$ cat src/rtl/pww_pkg.sv
package pww_pkg;
  typedef struct packed {
    logic startPulse;
    logic inPulse;
    logic endPulse;
    logic missHit;
  } pwwStrobes_t;
endpackage

$ cat src/rtl/pww_control.sv
module pww_control
  import pww_pkg::*;
#(
  parameter int MISS_LIMIT = 250
) (
  input  logic        clk,
  input  logic        rstN,
  input  logic        trigIn,
  output pwwStrobes_t strobes
);
  localparam int MW = $clog2(MISS_LIMIT);

  logic [1:0]    syncQ;
  logic          trigPrev;
  logic [MW-1:0] missCnt;
  logic          trigLevel, riseSeen, fallSeen, missNow;

  assign trigLevel = syncQ[1];
  assign riseSeen  = trigLevel & ~trigPrev;
  assign fallSeen  = ~trigLevel & trigPrev;
  assign missNow   = ~riseSeen && (missCnt == MW'(MISS_LIMIT - 1));

  always_ff @(posedge clk or negedge rstN) begin
    if (!rstN) begin
      syncQ    <= '0;
      trigPrev <= 1'b0;
      missCnt  <= '0;
    end else begin
      syncQ    <= {syncQ[0], trigIn};
      trigPrev <= trigLevel;
      if (riseSeen || missNow) missCnt <= '0;
      else                     missCnt <= missCnt + 1'b1;
    end
  end

  always_comb begin
    strobes.startPulse = riseSeen;
    strobes.inPulse    = trigLevel & trigPrev;
    strobes.endPulse   = fallSeen;
    strobes.missHit    = missNow;
  end
endmodule

$ cat src/rtl/pww_datapath.sv
module pww_datapath
  import pww_pkg::*;
#(
  parameter int LO_BOUND = 80,
  parameter int HI_BOUND = 120
) (
  input  logic        clk,
  input  logic        rstN,
  input  logic        oscErr,
  input  pwwStrobes_t strobes,
  output logic [1:0]  scoreVal,
  output logic        okFlag
);
  localparam int WCAP = HI_BOUND + 2;
  localparam int WW   = $clog2(WCAP + 1) + 1;

  logic [WW-1:0] widthCnt;
  logic [WW-1:0] loEdge, hiEdge;
  logic          pulseGood;
  logic [1:0]    scoreNext;
  logic          okNext;

  // saturating width counter
  always_ff @(posedge clk or negedge rstN) begin
    if (!rstN)                 widthCnt <= '0;
    else if (strobes.startPulse) widthCnt <= WW'(1);
    else if (strobes.inPulse && widthCnt != WW'(WCAP))
                               widthCnt <= widthCnt + 1'b1;
  end

  // window shifted by one clock while OK is set
  assign loEdge    = WW'(LO_BOUND) + WW'(okFlag);
  assign hiEdge    = WW'(HI_BOUND) + WW'(okFlag);
  assign pulseGood = (widthCnt >= loEdge) && (widthCnt <= hiEdge);

  always_comb begin
    scoreNext = scoreVal;
    okNext    = okFlag;
    if (oscErr || strobes.missHit) begin
      scoreNext = 2'd0;
      okNext    = 1'b0;
    end else if (strobes.endPulse) begin
      if (pulseGood) begin
        if (scoreVal != 2'd3) scoreNext = scoreVal + 2'd1;
      end else begin
        if (scoreVal != 2'd0) scoreNext = scoreVal - 2'd1;
      end
      if (scoreNext == 2'd3) okNext = 1'b1;
      else if (scoreNext == 2'd0) okNext = 1'b0;
    end
  end

  always_ff @(posedge clk or negedge rstN) begin
    if (!rstN) begin
      scoreVal <= 2'd0;
      okFlag   <= 1'b0;
    end else begin
      scoreVal <= scoreNext;
      okFlag   <= okNext;
    end
  end
endmodule

$ cat src/rtl/pulse_window_wd.sv
module pulse_window_wd
  import pww_pkg::*;
#(
  parameter int LO_BOUND   = 80,
  parameter int HI_BOUND   = 120,
  parameter int MISS_LIMIT = 250
) (
  input  logic clk,
  input  logic rstN,
  input  logic trigIn,
  input  logic oscErr,
  output logic wdOk,
  output logic enableOut
);
  pwwStrobes_t strobes;
  logic [1:0]  scoreVal;

  pww_control #(.MISS_LIMIT(MISS_LIMIT)) uCtrl (
    .clk(clk), .rstN(rstN), .trigIn(trigIn), .strobes(strobes)
  );

  pww_datapath #(.LO_BOUND(LO_BOUND), .HI_BOUND(HI_BOUND)) uData (
    .clk(clk), .rstN(rstN), .oscErr(oscErr), .strobes(strobes),
    .scoreVal(scoreVal), .okFlag(wdOk)
  );

  assign enableOut = wdOk;
endmodule

$ cat config.mk
export PLATFORM = sky130hd
export DESIGN_NAME = pulse_window_wd
export DESIGN_NICKNAME = d
export VERILOG_FILES = /design/src/rtl/pww_pkg.sv /design/src/rtl/pww_control.sv /design/src/rtl/pww_datapath.sv /design/src/rtl/pulse_window_wd.sv
export SDC_FILE = /design/constraint.sdc
export NUM_CORES = 1
export LEC_CHECK = 0
export BUFFER_PORTS_ARGS = -buffer_cell sky130_fd_sc_hd__clkbuf_2
export CELL_PAD_IN_SITES_DETAIL_PLACEMENT = 1
export CELL_PAD_IN_SITES_GLOBAL_PLACEMENT = 2
export CORE_UTILIZATION = 41
export CTS_CLUSTER_SIZE = 16
export DETAILED_ROUTE_END_ITERATION = 7
export MAX_ROUTING_LAYER = met4
export PLACE_DENSITY = 0.9
export SLEW_MARGIN = 25
export SYNTH_ARGS = -nofsm -noshare
export SYNTH_HDL_FRONTEND = slang
export SYNTH_SLANG_ARGS = --single-unit
$ cat constraint.sdc
create_clock -name clk -period 5.1 [get_ports clk]
set_input_delay 0.765 -clock clk [delete_from_list [all_inputs] [get_ports clk]]
set_output_delay 0.765 -clock clk [all_outputs]
set_load 0.1 [all_outputs]
# After elaboration in Yosys (flattened, before gate mapping)
# Index checks and enable logic that the tools add are counted.
# Widths: inputs -> output; s select.
# totals
output_inout_bits	2
register_bits	22
# op_classes
bitwise	6
eq_ne	4
n_lt_le_gt_ge	2
reduce_logical	11
muxes	14
addsub	6
# ops
operator	count
$mux 8	3
$add 7x1->8 const A	2
$add 8x1->8 const B	2
$mux 2	7
$eq 8x8->1 const B	1
$ge 8x8->1	1
$le 8x8->1	1
$ne 8x7->1 const B	1
$reduce_bool 2->1	3
$mux 1	4
$and 1x1->1	3
$logic_and 1x1->1	3
$not 1->1	3
$reduce_bool 3->1	1
$add 2x1->2 const B	1
$eq 2x2->1 const B	1
$logic_not 2->1	1
$logic_or 1x1->1	2
$ne 2x2->1 const B	1
$reduce_and 2->1	1
$sub 2x1->2 const B	1

# Logic depth before layout (Yosys ltp)
# Gate-level depths: netlist (run 1).
# depth
depth_word	11
mapped_depth	10
depth_no_buf	10

# Hierarchy
# From an unflattened synthesis (run 1), not the netlist that was laid out.
# hier_totals
cells_unflattened	118
area_unflattened_um2	1196.1
# modules_own_cells
mod	instances	cells_per_inst	area_per_inst_um2
pww_datapath	1	65	648.1
pww_control	1	52	540.5
pulse_window_wd	1	1	7.5

# Worst setup path before layout (run 1)
# OpenSTA, ideal clock, no wires.
# synth_timing
path_kind	register -> register
from	reg uData.okFlag
to	reg uData.okFlag
path_slack_ps	2368
path_buffers	0
setup_ps	138
path_stages_with_launch	9
arrival_ps	2594
synth_period_minus_slack_ps	2732
required_ps	4962
path_cell_list	dfrtp_1 ha_1 nor4b_1 nand2_1 and3_1 maj3_2 ha_1 o21ai_0 a21oi_1
# synth_via
elab_chain_len	10
# synth_lines
item	line_no	text
start, declared	pww_datapath.sv:12	output logic okFlag
start signal, assigned	pww_datapath.sv:59	okFlag <= okNext;
$add 7x1->8 (on tied branches)	pww_datapath.sv:32, pww_datapath.sv:33	
$ge 8x8->1 / $le 8x8->1 (equally long branches)	pww_datapath.sv:34	assign pulseGood = (widthCnt >= loEdge) && (widthCnt <= hiEdge);
$logic_and 1x1->1 *	pww_datapath.sv:34	
$mux 2 *	pww_datapath.sv:43	if (pulseGood) begin
$mux 2 *	pww_datapath.sv:42	end else if (strobes.endPulse) begin
$mux 2 *	pww_datapath.sv:39	if (oscErr || strobes.missHit) begin
$eq 2x2->1	pww_datapath.sv:48	if (scoreNext == 2'd3) okNext = 1'b1;
$mux 1	pww_datapath.sv:48	
$mux 1	pww_datapath.sv:42	
$mux 1	pww_datapath.sv:39	
# Every way passes the cells marked *; elsewhere a longest branch is shown, timed or not. The select of a mux whose other input is x is not followed.
# A chain may end at the register's enable or synchronous reset.

# Worst setup path in the final report (run 1)
# layout_timing
from	reg uData.widthCnt[0]
to	reg uData.okFlag
# layout_via
elab_chain_len	9
# layout_lines
item	line_no	text
start, declared	pww_datapath.sv:17	logic [WW-1:0] widthCnt;
start signal, assigned	pww_datapath.sv:28	widthCnt <= widthCnt + 1'b1;
$ge 8x8->1 / $le 8x8->1 (equally long branches)	pww_datapath.sv:34	
$logic_and 1x1->1 *	pww_datapath.sv:34	
$mux 2 *	pww_datapath.sv:43	
$mux 2 *	pww_datapath.sv:42	
$mux 2 *	pww_datapath.sv:39	
$eq 2x2->1	pww_datapath.sv:48	
$mux 1	pww_datapath.sv:48	
$mux 1	pww_datapath.sv:42	
$mux 1	pww_datapath.sv:39	
# Marks and branches as above.

==> reports/results.txt, run 1 <==
crit start category = flip-flop
number of synthesized flops with an enable pin = 0
residual DRC count = 0
pwr dens = 292 nW/um^2
Setup CP Type = flip-flop to flip-flop
Clock Tree Root = clkbuf_4
core region area = 2760 um^2
DR vias = 906
asr flop ratio synth = 100%
CTS Buffer Depth = 2
Detailed Place HPWL = 1.85 mm
grt ovf = 0
status = completed
ant diodes = 0
worst r2r path cells = 9
Final Hold Fails = 0
share of post-route cells with drive strength above 1 = 10.2%
dominant cells by area after synthesis = dfrtp_1 46%, ha_1 6.3%, nor2_1 5.0%
largest net degree at the start of global routing = 23
Nets = 139
GRT Util Overall = 18.7%
cell taking the most area after synthesis = dfrtp_1
Ports = 6
clock sink count = 22
fin cells = 158
number of global-route vias before repair = 982
count of final setup violators = 0
Slew @ Worst Pin = 0.568 ns
TritonRoute pass-1 iters = 4
Final Skew = 0.00636 ns
arrival time worst endpoint = 2.52 ns
starting DRC count in detailed routing = 13
CTS tree = built
setup bufs post-CTS = 0
cell area after synthesis = 1190 um^2
Clock Pin Slew Worst Setup and Hold Paths = 0.12 ns
hold path cells = 0
max cap viols = 0
initial antenna violation count = 0
most common cell after layout, fill and taps aside = dfrtp_1
hold_buf cts = 0
final RePlAce weighted congestion = 0.823
H-tree depth = 1
Buffers on Ports = 5
Die Ht = 55.9 um
final WL = 2.42 mm
remaining antenna violation count = 0
most frequent cells in the layout = 22 x dfrtp_1, 16 x nor2_1, 9 x nand2_1
syn nets = 131
#FFs+latches synth = 22
CTS resizes = 0
Clk Latency, worst-skew pair = 0.29 ns
Placed Cells = 155
main flop type after synthesis = dfrtp_1
Max Slew Vio Count = 0
initial core utilization = 43.2%
Mapped Cells = 121
unrepaired setup endpoints after global routing = false
post-synth top area share = 46.2%
Core Rows = 19
Final min period = 2.35 ns
Avg WL per Cell = 15.3 um
Sum Neg Setup Slack = 0 ns
Critical Path RT = 5.27 ns
Lkg Pwr = 0.000561 uW
Critical Path Sink Type = flip-flop
Hold Crit Class = flip-flop to flip-flop
Die X = 55.9 um
post-synthesis sequential area ratio = 46.2%
Max Freq = 425 MHz
area grow syn2layout = 6.19%
Yosys warning count = 0
relative slew slack = 62.2%
TritonCTS Buffers = 3
Max VDD drop = 0.195 mV
first-pass GRT wire length = 4.45 mm
DIE AREA = 3130 um^2
Avg Inst Size Synth = 9.85 um^2
fin crit share = 46.1%
Via density = 5.73
Distinct cells, synth = 33
number of fill cells = 326
CP max FO = 5
[metrics by stage]
stage | setup WS [ns] | hold WS, ns | utilization, % | area [um^2] | power (uW)
3_3_place_gp | 2.87 | 0.342 | 45.1 | 1240 | 293
4_1_cts | 2.73 | 0.372 | 45.9 | 1270 | 377
2_1_floorplan | 2.37 | 0.331 | - | 1190 | 276
3_5_place_dp | 2.76 | 0.343 | 45.1 | 1240 | 298
5_1_grt | 2.49 | 0.382 | 45.9 | 1270 | 397
6_report | 2.75 | 0.370 | 45.9 | 1270 | 370
[synthesized netlist by cell type (2+ instances only)]
library cell and n:
xor2_1 4, mux2i_1 2, o21ai_0 7, a22o_1 2
and3_1 3, nand2b_1 3, nand4_1 3, nor3_1 2
o2bb2ai_1 2, xnor2_1 2, ha_1 6, nand2_1 9
nand3_1 7, inv_1 7, nor2_1 16, a21oi_1 6
dfrtp_1 22, or3_1 3
[logic make-up after synthesis]
family,Yosys count,share of synthesized area (%)
compound gates,25,15.7
fa+ha+maj,7,7.24
mux,2,1.68
flops,22,46.2
simple gates,49,21.2
xor+xnor,6,4.41
buf+inv,10,3.57
[sequential cells by signal, summed over array words and instances (netlist names)]
signal,flops
uCtrl.missCnt,8
uData.okFlag,1
uCtrl.trigPrev,1
uCtrl.syncQ,2
uData.widthCnt,8
uData.scoreVal,2
[routing by layer]
metal | global-route usage [%] | routed length (um) | vias up | part of all wire (%)
met5 | - | 0 | - | 0
met4 | 4.18 | 20 | 0 | 0.83
met3 | 2.79 | 36 | 2 | 1.5
met2 | 32.0 | 1190 | 6 | 49
met1 | 23.8 | 1170 | 459 | 48
li1 | - | - | 439 | -
[critical path: stages (launching register included)]
cell and delay, ns:
dfrtp_1 0.43, inv_1 0.10, ha_1 0.30, nor4b_1 0.25
nand2_1 0.13, and3_1 0.17, maj3_2 0.30, ha_1 0.28
o21ai_0 0.16, a21oi_1 0.10
[where the power goes]
| group | total [uW] | switching [uW] | internal (uW) |
|---|---|---|---|
| combinational | 60.4 | 32.1 | 28.3 |
| sequential | 233 | 36.9 | 196 |
| clock | 77.5 | 50.0 | 27.4 |
[worst paths after layout]
check / from / end / slack [ns]
worst max-delay path: uData.widthCnt[0]$_DFFE_PN0P_ / uData.okFlag$_DFFE_PN0P_ / 2.75
min in group asynchronous: rstN / uData.widthCnt[4]$_DFFE_PN0P_ / 0.44
max in group asynchronous: rstN / uData.widthCnt[1]$_DFFE_PN0P_ / 4.29
worst max register to register: uData.widthCnt[0]$_DFFE_PN0P_ / uData.okFlag$_DFFE_PN0P_ / 2.75
worst min register to register: uCtrl.syncQ[0]$_DFF_PN0_ / uCtrl.syncQ[1]$_DFF_PN0_ / 0.37
worst min-delay path: uCtrl.syncQ[0]$_DFF_PN0_ / uCtrl.syncQ[1]$_DFF_PN0_ / 0.37
[cell type report]
class / count / area, um^2 / area share [%]
Inverter: 8 / 30.0 / 2.37
Clock buffer: 3 / 22.5 / 1.78
Timing Repair Buffer: 5 / 25.0 / 1.98
Multi-Input combinational cell: 89 / 599 / 47.3
Tap cell: 31 / 38.8 / 3.06
Sequential cell: 22 / 551 / 43.5
No activity file was read; power rests on OpenSTA's default activity.
==> run 2: changes to the inputs <==
Settings changed: ABC_AREA set to 1, CORE_UTILIZATION 41 to 32, PLACE_DENSITY 0.9 to 0.83.
Clock period 5.1 ns to 2.15 ns, I/O delays scaled along.
==> run 2 against run 1 <==
Net effect: final cell count up 41%; sequential share of layout area shrank 5.6 points; die area grew 34%; first-iteration DRC count rose by 100%; critical path type unchanged; critical endpoint unchanged; largest cell class unchanged; highest routed layer unchanged.
==> reports/results.txt, run 2 <==
Clk Latency, worst-skew pair = 0.27 ns (was 0.29 ns)
post-synthesis sequential area ratio = 43.6% (was 46.2%)
cell area after synthesis = 1260 um^2 (was 1190 um^2)
starting DRC count in detailed routing = 26 (was 13)
grt ovf = 0 (unchanged)
CP max FO = 2 (was 5)
DR vias = 1074 (was 906)
Final Skew = 0.00730 ns (was 0.00636 ns)
Core Rows = 22 (was 19)
Crit path top cell by count = nand2_1 (was ha_1)
area grow syn2layout = 15.9% (was 6.19%)
Lkg Pwr = 0.000721 uW (was 0.000561 uW)
CTS Buffer Depth = 2 (unchanged)
Slew @ Worst Pin = 0.574 ns (was 0.568 ns)
Hold Crit Class = input pin to asynchronous set/reset pin (was flip-flop to flip-flop)
most common cell after layout, fill and taps aside = nand2_1 (was dfrtp_1)
Final Hold Fails = 0 (unchanged)
Via density = 4.84 (was 5.73)
Net Sw Frac = 27.9% (was 32.1%)
asr flop ratio synth = 100% (unchanged)
first-pass GRT wire length = 5.55 mm (was 4.45 mm)
Die Ht = 64.8 um (was 55.9 um)
cell with the most instances after synthesis = nand2_1 (was dfrtp_1)
TritonRoute pass-1 iters = 4 (unchanged)
Critical Path Max Stage Delay = 0.50 ns (was 0.43 ns)
post-synth top area share = 43.6% (was 46.2%)
main flop type after synthesis = dfrtp_1 (unchanged)
Setup WS post-layout = 0.144 ns (was 2.75 ns)
status = completed (unchanged)
Clock Tree Root = clkbuf_8 (was clkbuf_4)
GRT Util Overall = 17.7% (was 18.7%)
Mapped Cells = 165 (was 121)
Min Hold Slack = 0.0313 ns (was 0.370 ns)
Internal Power = 778 uW (was 251 uW)
worst r2r path cells = 11 (was 9)
share of post-route cells with drive strength above 1 = 15.5% (was 10.2%)
cell taking the most area after synthesis = dfrtp_1 (unchanged)
FF-to-FF setup slack = 0.14 ns (was 2.75 ns)
Max Slew Vio Count = 0 (unchanged)
max cap viols = 0 (unchanged)
Critical-path top delay cell = dfrtp_4 (was dfrtp_1)
core region area = 3720 um^2 (was 2760 um^2)
fin crit share = 93.3% (was 46.1%)
Max Freq = 499 MHz (was 425 MHz)
pwr dens = 739 nW/um^2 (was 292 nW/um^2)
count of final setup violators = 0 (unchanged)
critical path's top delay family = simple AND/OR/NAND/NOR gates (was adder cells)
pre-CTS setup slack = -0.00573 ns (was 2.76 ns)
unrepaired setup endpoints after global routing = false (unchanged)
CTS tree = built (unchanged)
Buffers on Ports = 5 (unchanged)
WP buf/inv = 1 (unchanged)
Nets = 185 (was 139)
Max VDD drop = 0.429 mV (was 0.195 mV)
number of synthesized flops with an enable pin = 0 (unchanged)
Clock Pin Slew Worst Setup and Hold Paths = 0.09 ns (was 0.12 ns)
final RePlAce weighted congestion = 0.747 (was 0.823)
top cells by count, synth = 51 x nand2_1, 22 x dfrtp_1, 21 x inv_1, 21 x nor2_1, 14 x nand3_1 (was 22 x dfrtp_1, 16 x nor2_1, 9 x nand2_1)
sw power = 302 uW (was 119 uW)
initial core utilization = 34.0% (was 43.2%)
most frequent cells in the layout = 49 x nand2_1, 21 x nor2_1, 21 x dfrtp_1 (was 22 x dfrtp_1, 16 x nor2_1, 9 x nand2_1)
number of global-route vias before repair = 1214 (was 982)
Die X = 64.8 um (was 55.9 um)
TritonCTS Buffers = 3 (unchanged)
crit start category = flip-flop (unchanged)
clock network power share = 36.3% (was 20.9%)
largest net degree at the start of global routing = 23 (unchanged)
initial antenna violation count = 0 (unchanged)
FF-to-FF End = uData.okFlag$_DFFE_PN0P_ (unchanged)
relative slew slack = 61.7% (was 62.2%)
clock sink count = 22 (unchanged)
Logic pwr share = 16.9% (was 16.3%)
residual DRC count = 0 (unchanged)
Avg WL per Cell = 13.3 um (was 15.3 um)
ant diodes = 0 (unchanged)
Top Registers = uCtrl.missCnt (8), uData.widthCnt (8) (unchanged)
DIE AREA = 4200 um^2 (was 3130 um^2)
Yosys warning count = 0 (unchanged)
worst path cell trace = ha_4 > inv_1 > nand2_1 > nand2_1 > a21oi_2 > nand3_1 > nand2_2 > ha_4 > or2_4 > nand2_1 > a21oi_1 (was inv_1 > ha_1 > nor4b_1 > nand2_1 > and3_1 > maj3_2 > ha_1 > o21ai_0 > a21oi_1)
hold_buf cts = 0 (unchanged)
Detailed Place HPWL = 2.25 mm (was 1.85 mm)
Avg Inst Size Synth = 7.65 um^2 (was 9.85 um^2)
H-tree depth = 1 (unchanged)
final WL = 2.95 mm (was 2.42 mm)
Ports = 6 (unchanged)
arrival time worst endpoint = 2.17 ns (was 2.52 ns)
#FFs+latches synth = 22 (unchanged)
Critical Path Sink Type = flip-flop (unchanged)
Critical Path RT = 2.31 ns (was 5.27 ns)
Distinct cells, synth = 22 (was 33)
dominant cells by area after synthesis = dfrtp_1 44%, nand2_1 15%, inv_1 6.2% (was dfrtp_1 46%, ha_1 6.3%, nor2_1 5.0%)
power share of the sequential group = 46.8% (was 62.8%)
syn nets = 175 (was 131)
Setup CP Type = flip-flop to flip-flop (unchanged)
remaining antenna violation count = 0 (unchanged)
Final min period = 2.01 ns (was 2.35 ns)
Worst R2R Start = uData.okFlag$_DFFE_PN0P_ (was uData.widthCnt[0]$_DFFE_PN0P_)
==> run 2: changes by cell type after synthesis, moves of 3 or more <==
cell / delta
or3_1: -3
nor2_1: +5
o21ai_0: -6
o21ai_2: +4
and3_1: -3
nand3_1: +7
inv_1: +14
nor3b_1: +3
nand2b_1: -3
nand2_1: +42
a21oi_1: -3
==> run 2: routing by layer <==
metal,GRT usage (%),up-vias,routed length [um]
met3,3.70,2,60
met1,18.5,531,1230
met2,34.0,8,1630
met4,3.33,0,22
met5,-,-,0
li1,-,533,-
==> run 2: what timing repair did <==
action / 4_1_cts / 5_1_grt
gates resized for setup: 2 / 6
setup endpoints to repair: 1 / 1
endpoints found under the hold margin: 0 / 0
setup buffers: 1 / 1
pin swaps: 0 / 3
==> run 2: worst register-to-register path, stage by stage (launching register included) <==
cell	delay, ns
dfrtp_4	0.50
ha_4	0.27
inv_1	0.03
nand2_1	0.04
nand2_1	0.06
a21oi_2	0.22
nand3_1	0.12
nand2_2	0.10
ha_4	0.21
or2_4	0.25
nand2_1	0.06
a21oi_1	0.05
==> run 2: power by group through the flow <==
stage	sequential [uW]	clock (uW)	combinational (uW)
floorplan	501	0	127
global placement	508	0	165
detailed placement	513	0	178
CTS	505	408	183
global route	517	420	220
finish	506	392	183
==> run 2: cells by family after synthesis <==
| family | count (synthesis) | share of synthesized area, % |
|---|---|---|
| XOR/XNOR | 6 | 4.16 |
| flip-flops | 22 | 43.6 |
| AO/OA/AOI/OAI | 10 | 5.45 |
| AND/OR/NAND/NOR | 97 | 32.7 |
| buffers and inverters | 24 | 8.13 |
| adder cells (fa/ha/maj) | 6 | 5.95 |
==> run 2: area by class of cell <==
cell class / instances / area, um^2
clock buffers: 3 / 41.3
clock inverters: 1 / 30.0
fillers: 474 / 2250
inverters: 21 / 78.8
multi-input cells: 119 / 651
flip-flops and latches: 22 / 554
well taps: 48 / 60.1
repair buffers: 8 / 47.5
==> run 2: per-stage QoR <==
step	power (uW)	TNS (ns)	utilization [%]	std cells	area, um^2
6_report	1080	0	39.4	222	1460
5_1_grt	1160	0	39.4	222	1460
4_1_cts	1100	0	38.3	221	1420
3_5_place_dp	692	-0.00573	35.9	216	1340
3_3_place_gp	672	0	35.9	216	1340
2_1_floorplan	629	0	-	165	1270
==> run 2: how the worst max path moves through the flow <==
stage,from,to,slack [ns],cells after the start
finish,uData.okFlag$_DFFE_PN0P_,uData.okFlag$_DFFE_PN0P_,0.14,11
global route,uData.okFlag$_DFFE_PN0P_,uData.okFlag$_DFFE_PN0P_,0.01,11
CTS,uData.okFlag$_DFFE_PN0P_,uData.okFlag$_DFFE_PN0P_,0.01,11
detailed placement,uData.okFlag$_DFFE_PN0P_,uData.okFlag$_DFFE_PN0P_,-0.006,11
global placement,uData.okFlag$_DFFE_PN0P_,uData.okFlag$_DFFE_PN0P_,0.12,11
floorplan,uData.okFlag$_DFFE_PN0P_,uData.okFlag$_DFFE_PN0P_,0.01,11
